[src/rtl/bcal_pkg.sv]
package bcal_pkg;
  localparam int NUM_FIELDS  = 7;
  localparam int FIELD_SEL_W = $clog2(NUM_FIELDS + 1);
  localparam int REG_W       = 8;

  localparam int IDX_SEC  = 0;
  localparam int IDX_MIN  = 1;
  localparam int IDX_HOUR = 2;
  localparam int IDX_DOW  = 3;
  localparam int IDX_DATE = 4;
  localparam int IDX_MON  = 5;
  localparam int IDX_YEAR = 6;

  localparam int SEC_W  = 7;
  localparam int MIN_W  = 7;
  localparam int HOUR_W = 7;
  localparam int DOW_W  = 3;
  localparam int DATE_W = 6;
  localparam int MON_W  = 5;
  localparam int YEAR_W = 8;

  typedef struct packed {
    logic [NUM_FIELDS-1:0] load;
    logic [NUM_FIELDS-1:0] step;
  } calStrobe_t;

  typedef struct packed {
    logic secEnd;
    logic minEnd;
    logic hourEnd;
    logic dateEnd;
    logic monEnd;
  } calStatus_t;

  function automatic logic [REG_W-1:0] widthMask(input int w);
    return REG_W'((1 << w) - 1);
  endfunction

  function automatic logic [REG_W-1:0] fieldMask(input int idx);
    case (idx)
      IDX_SEC:  return widthMask(SEC_W);
      IDX_MIN:  return widthMask(MIN_W);
      IDX_HOUR: return widthMask(HOUR_W);
      IDX_DOW:  return widthMask(DOW_W);
      IDX_DATE: return widthMask(DATE_W);
      IDX_MON:  return widthMask(MON_W);
      default:  return widthMask(YEAR_W);
    endcase
  endfunction

  function automatic logic [REG_W-1:0] fieldReset(input int idx);
    return (idx == IDX_DOW || idx == IDX_DATE || idx == IDX_MON) ? REG_W'(1) : '0;
  endfunction

  // Adds one to a two-digit packed BCD value, carrying at a units digit of 9.
  function automatic logic [7:0] bcdInc(input logic [7:0] v);
    if (v[3:0] >= 4'd9) return {v[7:4] + 4'd1, 4'd0};
    return v + 8'd1;
  endfunction
endpackage

[src/rtl/bcal_ctrl.sv]
module bcal_ctrl
  import bcal_pkg::*;
(
  input  logic                   tickSec,
  input  logic                   ldValid,
  input  logic [FIELD_SEL_W-1:0] ldField,
  input  calStatus_t             status,
  output calStrobe_t             strobe
);
  logic [NUM_FIELDS-1:0] loadVec;
  logic [NUM_FIELDS-1:0] stepVec;

  for (genvar i = 0; i < NUM_FIELDS; i++) begin : g_dec
    assign loadVec[i] = ldValid && (ldField == FIELD_SEL_W'(i));
  end

  // Ripple of carries: each field steps when every field below it wraps.
  always_comb begin
    stepVec           = '0;
    stepVec[IDX_SEC]  = tickSec;
    stepVec[IDX_MIN]  = stepVec[IDX_SEC]  && status.secEnd;
    stepVec[IDX_HOUR] = stepVec[IDX_MIN]  && status.minEnd;
    stepVec[IDX_DOW]  = stepVec[IDX_HOUR] && status.hourEnd;
    stepVec[IDX_DATE] = stepVec[IDX_HOUR] && status.hourEnd;
    stepVec[IDX_MON]  = stepVec[IDX_DATE] && status.dateEnd;
    stepVec[IDX_YEAR] = stepVec[IDX_MON]  && status.monEnd;
  end

  assign strobe = '{load: loadVec, step: stepVec};
endmodule

[src/rtl/bcal_dpath.sv]
module bcal_dpath
  import bcal_pkg::*;
(
  input  logic                                clk,
  input  logic                                rstN,
  input  calStrobe_t                          strobe,
  input  logic [REG_W-1:0]                    ldData,
  output logic [NUM_FIELDS-1:0][REG_W-1:0]    fieldVal,
  output calStatus_t                          status
);
  logic [REG_W-1:0] fieldQ  [NUM_FIELDS];
  logic [REG_W-1:0] nextVal [NUM_FIELDS];

  logic [REG_W-1:0] secQ, minQ, hourQ, dowQ, dateQ, monQ, yearQ;
  assign secQ  = fieldQ[IDX_SEC];
  assign minQ  = fieldQ[IDX_MIN];
  assign hourQ = fieldQ[IDX_HOUR];
  assign dowQ  = fieldQ[IDX_DOW];
  assign dateQ = fieldQ[IDX_DATE];
  assign monQ  = fieldQ[IDX_MON];
  assign yearQ = fieldQ[IDX_YEAR];

  logic             mode12;
  logic             isLeap;
  logic [1:0]       leapSum;
  logic [REG_W-1:0] monthLen;
  logic [REG_W-1:0] hInc12, hInc24;

  assign mode12  = hourQ[6];
  // year mod 4 equals (2*tens + ones) mod 4
  assign leapSum = yearQ[1:0] + {yearQ[4], 1'b0};
  assign isLeap  = (leapSum == 2'b00);
  assign hInc12  = bcdInc(hourQ & 8'h1f);
  assign hInc24  = bcdInc(hourQ & 8'h3f);

  always_comb begin
    case (monQ)
      8'h02:                      monthLen = isLeap ? 8'h29 : 8'h28;
      8'h04, 8'h06, 8'h09, 8'h11: monthLen = 8'h30;
      default:                    monthLen = 8'h31;
    endcase
  end

  always_comb begin
    status.secEnd  = secQ  >= 8'h59;
    status.minEnd  = minQ  >= 8'h59;
    status.hourEnd = mode12 ? (hourQ[5] && hourQ[4:0] == 5'h11) : (hourQ[5:0] >= 6'h23);
    status.dateEnd = dateQ >= monthLen;
    status.monEnd  = monQ  >= 8'h12;
  end

  always_comb begin
    nextVal[IDX_SEC]  = status.secEnd ? 8'h00 : bcdInc(secQ);
    nextVal[IDX_MIN]  = status.minEnd ? 8'h00 : bcdInc(minQ);
    if (mode12) begin
      if (hourQ[4:0] == 5'h12)      nextVal[IDX_HOUR] = (hourQ & 8'h60) | 8'h01;
      else if (hourQ[4:0] == 5'h11) nextVal[IDX_HOUR] = (hourQ & 8'h40) | (~hourQ & 8'h20) | 8'h12;
      else                          nextVal[IDX_HOUR] = (hourQ & 8'h60) | hInc12;
    end else begin
      nextVal[IDX_HOUR] = (hourQ[5:0] >= 6'h23) ? 8'h00 : hInc24;
    end
    nextVal[IDX_DOW]  = (dowQ >= 8'h07) ? 8'h01 : dowQ + 8'h01;
    nextVal[IDX_DATE] = status.dateEnd ? 8'h01 : bcdInc(dateQ);
    nextVal[IDX_MON]  = status.monEnd ? 8'h01 : bcdInc(monQ);
    nextVal[IDX_YEAR] = (yearQ >= 8'h99) ? 8'h00 : bcdInc(yearQ);
  end

  for (genvar i = 0; i < NUM_FIELDS; i++) begin : g_field
    always_ff @(posedge clk or negedge rstN) begin
      if (!rstN)                fieldQ[i] <= fieldReset(i);
      else if (strobe.load[i])  fieldQ[i] <= ldData & fieldMask(i);
      else if (strobe.step[i])  fieldQ[i] <= nextVal[i];
    end
    assign fieldVal[i] = fieldQ[i];
  end
endmodule

[src/rtl/bcd_calendar.sv]
module bcd_calendar
  import bcal_pkg::*;
(
  input  logic                   clk,
  input  logic                   rstN,
  input  logic                   tickSec,
  input  logic                   ldValid,
  input  logic [FIELD_SEL_W-1:0] ldField,
  input  logic [REG_W-1:0]       ldData,
  output logic [REG_W-1:0]       secOut,
  output logic [REG_W-1:0]       minOut,
  output logic [REG_W-1:0]       hourOut,
  output logic [REG_W-1:0]       dowOut,
  output logic [REG_W-1:0]       dateOut,
  output logic [REG_W-1:0]       monthOut,
  output logic [REG_W-1:0]       yearOut
);
  calStrobe_t                       strobe;
  calStatus_t                       status;
  logic [NUM_FIELDS-1:0][REG_W-1:0] fieldVal;

  bcal_ctrl u_ctrl (
    .tickSec (tickSec),
    .ldValid (ldValid),
    .ldField (ldField),
    .status  (status),
    .strobe  (strobe)
  );

  bcal_dpath u_dpath (
    .clk      (clk),
    .rstN     (rstN),
    .strobe   (strobe),
    .ldData   (ldData),
    .fieldVal (fieldVal),
    .status   (status)
  );

  assign secOut   = fieldVal[IDX_SEC];
  assign minOut   = fieldVal[IDX_MIN];
  assign hourOut  = fieldVal[IDX_HOUR];
  assign dowOut   = fieldVal[IDX_DOW];
  assign dateOut  = fieldVal[IDX_DATE];
  assign monthOut = fieldVal[IDX_MON];
  assign yearOut  = fieldVal[IDX_YEAR];
endmodule

[config.mk]
export PLATFORM = sky130hd
export DESIGN_NAME = bcd_calendar
export DESIGN_NICKNAME = d
export VERILOG_FILES = /design/src/rtl/bcal_pkg.sv /design/src/rtl/bcal_ctrl.sv /design/src/rtl/bcal_dpath.sv /design/src/rtl/bcd_calendar.sv
export SDC_FILE = /design/constraint.sdc
export NUM_CORES = 1
export LEC_CHECK = 0
export BUFFER_PORTS_ARGS = -buffer_cell sky130_fd_sc_hd__buf_2
export CAP_MARGIN = 20
export CELL_PAD_IN_SITES_DETAIL_PLACEMENT = 1
export CELL_PAD_IN_SITES_GLOBAL_PLACEMENT = 2
export CORE_MARGIN = 2
export CORE_UTILIZATION = 35
export CTS_BUF_LIST = sky130_fd_sc_hd__clkbuf_8
export DETAILED_ROUTE_END_ITERATION = 10
export GPL_TIMING_DRIVEN = 0
export PLACE_DENSITY = 0.83
export SYNTH_ARGS = -nofsm -noshare
export SYNTH_HDL_FRONTEND = slang
export SYNTH_SLANG_ARGS = --single-unit
[constraint.sdc]
create_clock -name clk -period 4 [get_ports clk]
set_clock_uncertainty 0.1 [all_clocks]
set_input_delay 0.2 -clock clk [delete_from_list [all_inputs] [get_ports clk]]
set_output_delay 0.2 -clock clk [all_outputs]
set_load 0.005 [all_outputs]
==> results by group <==
Place
  • HPWL after DPL: 8760 um
  • IO Port Bufs: ~70
  • GPL Wtd Cong: around 0.82
  • Post-Place Setup Slack: 0.235 ns
  • DP Area: 0.00441 sq mm

Yosys
  • Post-Syn Area: 0.00387 sq mm
  • Synth area leader: dfrtp_1
  • Synth Register Bits: 55
  • Fraction of registers with async set/reset: 100%
  • Post-synth EDFFs: 0
  • Synth warnings: 0
  • Main synth FF type: dfrtp_1
  • Register area share after synthesis: 35.6%
  • Post-synth top area share: 33.6%
  • Distinct cells, synth: 69
  • Syn avg cell area: ~9 sq um
  • Synth area leaders: dfrtp_1, ha_1, nand2_1, a21oi_1, o21ai_0
  • Synth Instances: 432
  • Mapped Nets: 484

Global routing
  • First-pass GRT wire length: 19,200 um
  • Largest net degree at the start of global routing: 34
  • GR peak layer: met2
  • GR Overflow Total: 0
  • Initial antenna violation count: 0
  • Met3 global-route usage: between 2 and 3%
  • M2 GR Usage: 33.3%
  • Total track usage: between 20% and 30%
  • Met1 Use GR: 29.2%
  • Vias in the first global route: 3,648

Die
  • Die Height: 109 um
  • # IOs: 71
  • Initial Util: 35.9%
  • Core Area: 0.0108 sq mm
  • Row cnt: 38
  • DIE AREA: 0.0119 sq mm
  • Die Wd: 109 um

Route
  • Final WL: 11,800 um
  • Residual DRC: 0
  • DRT iter0 DRCs: 160
  • Vias per cell: 5.63
  • Average wire per cell in the routed design: 18.0 um
  • Drt first pass iters: 4
  • Antenna-violating nets left: 0
  • Vias: between 3,000 and 4,000

Cells and area
  • Fillers: 1,310
  • Layout cells sized above 1: 20.6%
  • Post-route cell area: 0.00454 sq mm
  • ANT cells: 0
  • Layout area overhead: 17.2%
  • Final Net Count: approximately 570

Setup path
  • CP max FO: 7
  • CP arrival: 3.67 ns
  • Path type of the worst setup path: reg2reg
  • Critical Path RT: 4.17 ns
  • Critical path launch point type: flop
  • Crit. End Element: flop

Timing
  • F_max: 285 MHz
  • RSZ-0062 raised after global routing: false
  • Slew HR: 45.0%
  • Period utilisation layout: slightly below 90%
  • Final worst slack: 0.496 ns
  • Endpoints failing hold: 0
  • Worst Max-Slew Pin Slew: roughly 0.82 ns
  • Sum Neg Setup Slack: 0 ns
  • Slew Limit Fails: 0
  • Tmin final: 3.50 ns
  • # setup viols final: 0
  • WHS: 0.0714 ns

Clock network
  • CTS root buf: clkbuf_8
  • CTS Sinks: 55
  • CTS tree: done
  • Clock-pin slew on the worst setup and hold paths: 0.11 ns
  • CTS buffer count: 5
  • H-tree levels: 2
  • Clock Latency Late Sink: 0.32 ns
  • Clk buf depth: 2
  • Number of gates resized after CTS: 0

Power and ir drop
  • Worst VDD drop: 0.000243 V
  • Final Power: 0.00249 W
  • Leak: 2.13 nW
  • PD cells: 549 mW/mm^2

Flow run
  • Max-capacitance violation count: 0

Status
  • Run status: completed

Hold path
  • Class of the worst hold path: in2reg
[report_power, final]
part           internal [W]  total [W]  switching (W)
sequential         0.000726    0.00100       0.000277
combinational      0.000533    0.00116       0.000627
clock              0.000124   0.000329       0.000205
total               0.00138    0.00249        0.00111
[flip-flops by register name (all words and copies together), names as in the netlist]
register / count
u_dpath.dateQ: 8
u_dpath.monQ: 8
u_dpath.dowQ: 8
u_dpath.minQ: 8
u_dpath.secQ: 8
u_dpath.yearQ: 8
u_dpath.hourQ: 7
[path summary, 6_finish.rpt]
check / slack (ns) / cells after the start / start / endpoint
worst max register to register: 0.50 / 14 / u_dpath.monQ[1] / u_dpath.dateQ[2]
worst min-delay path: 0.07 / 3 / ldData[6] / u_dpath.secQ[6]
worst min register to register: 0.44 / 1 / u_dpath.dowQ[5] / u_dpath.dowQ[5]
min in group asynchronous: 0.31 / 2 / rstN / u_dpath.dowQ[5]
worst max-delay path: 0.50 / 14 / u_dpath.monQ[1] / u_dpath.dateQ[2]
max in group asynchronous: 2.83 / 3 / rstN / u_dpath.dateQ[0]
[metal layers]
metal | wire length [um] | vias to the layer above
met2 | 5600 | 66
met3 | 422 | 12
met1 | 5580 | 1858
met5 | 0 | -
met4 | 179 | 0
li1 | - | 1746
[layout by cell type (no fill, tap or decap), types with 3 or more instances in the layout]
| cell | synthesis | layout |
|---|---|---|
| ha_1 | 37 | 37 |
| nand3_1 | 19 | 19 |
| and3_1 | 17 | 17 |
| dfrtp_1 | 52 | 52 |
| dfstp_2 | 3 | 3 |
| nor4b_1 | 4 | 4 |
| a22oi_1 | 8 | 8 |
| clkbuf_8 | 0 | 5 |
| inv_1 | 28 | 29 |
| a21o_1 | 4 | 4 |
| buf_4 | 1 | 3 |
| a21oi_1 | 30 | 30 |
| nand2_1 | 48 | 48 |
| o211ai_1 | 9 | 9 |
| o21ai_0 | 25 | 25 |
| mux2i_1 | 6 | 6 |
| clkbuf_1 | 5 | 5 |
| and2_1 | 3 | 3 |
| a31oi_1 | 6 | 6 |
| o21ai_1 | 9 | 9 |
| nor3_1 | 13 | 13 |
| buf_2 | 3 | 72 |
| nor2_1 | 20 | 20 |
| nor3b_1 | 4 | 4 |
| a221o_1 | 5 | 5 |
| nand4_1 | 6 | 6 |
| nand2b_1 | 8 | 8 |
| a22o_1 | 3 | 3 |
| nor2b_1 | 6 | 6 |
[synth_stat cells (3+ instances only)]
cell type  number
mux2i_1         6
ha_1           37
dfrtp_1        52
a22oi_1         8
dfstp_2         3
buf_2           3
o21ai_0        25
nand4_1         6
nor2_1         20
and3_1         17
clkbuf_1        5
nand2b_1        8
o211ai_1        9
inv_1          28
nor2b_1         6
nor3b_1         4
nand2_1        48
a31oi_1         6
o21ai_1         9
nand3_1        19
a22o_1          3
a21oi_1        30
a221o_1         5
and2_1          3
nor4b_1         4
nor3_1         13
a21o_1          4
[kinds of logic after synthesis]
group           share of synthesized area [%]
other cells                            0.0969
buf+inv                                  4.40
compound gates                           21.7
mux                                      1.84
fa+ha+maj                                12.0
xor+xnor                                0.226
flops                                    35.6
simple gates                             24.1
[worst max-delay path, stage by stage (launching register included)]
cell	delay [ns]
dfrtp_1	0.48
inv_1	0.14
ha_1	0.23
nand2_1	0.07
o22ai_1	0.18
a32oi_1	0.07
nor3_1	0.28
a21oi_1	0.16
ha_1	0.32
nor4b_2	0.23
o211ai_1	0.20
nor3_4	0.27
nand3_1	0.18
nor4b_1	0.38
a211o_1	0.15
[per-stage QoR]
stage,utilization [%],instances
detailed placement,40.9,642
finish,42.0,654
global route,42.0,654
global placement,40.7,641
floorplan,-,432
CTS,41.9,652
[repair_timing]
| action | in CTS | in global routing |
|---|---|---|
| hold buffers | 2 | 0 |
| endpoints found under the setup margin | 0 | 1 |
| buffers inserted | 0 | 2 |
| endpoints found under the hold margin | 21 | 0 |
[layout make-up]
class | count | area (sq um) | area share, %
clock inverter | 3 | 21.3 | 0.469
inverter | 28 | 105 | 2.32
multi-input combinational | 338 | 2320 | 51.2
sequential | 55 | 1380 | 30.4
timing repair buffer | 74 | 400 | 8.83
tap | 140 | 175 | 3.86
clock buffer | 5 | 68.8 | 1.52
buffer | 11 | 65.1 | 1.43
No activity file was read; power rests on OpenSTA's default activity.
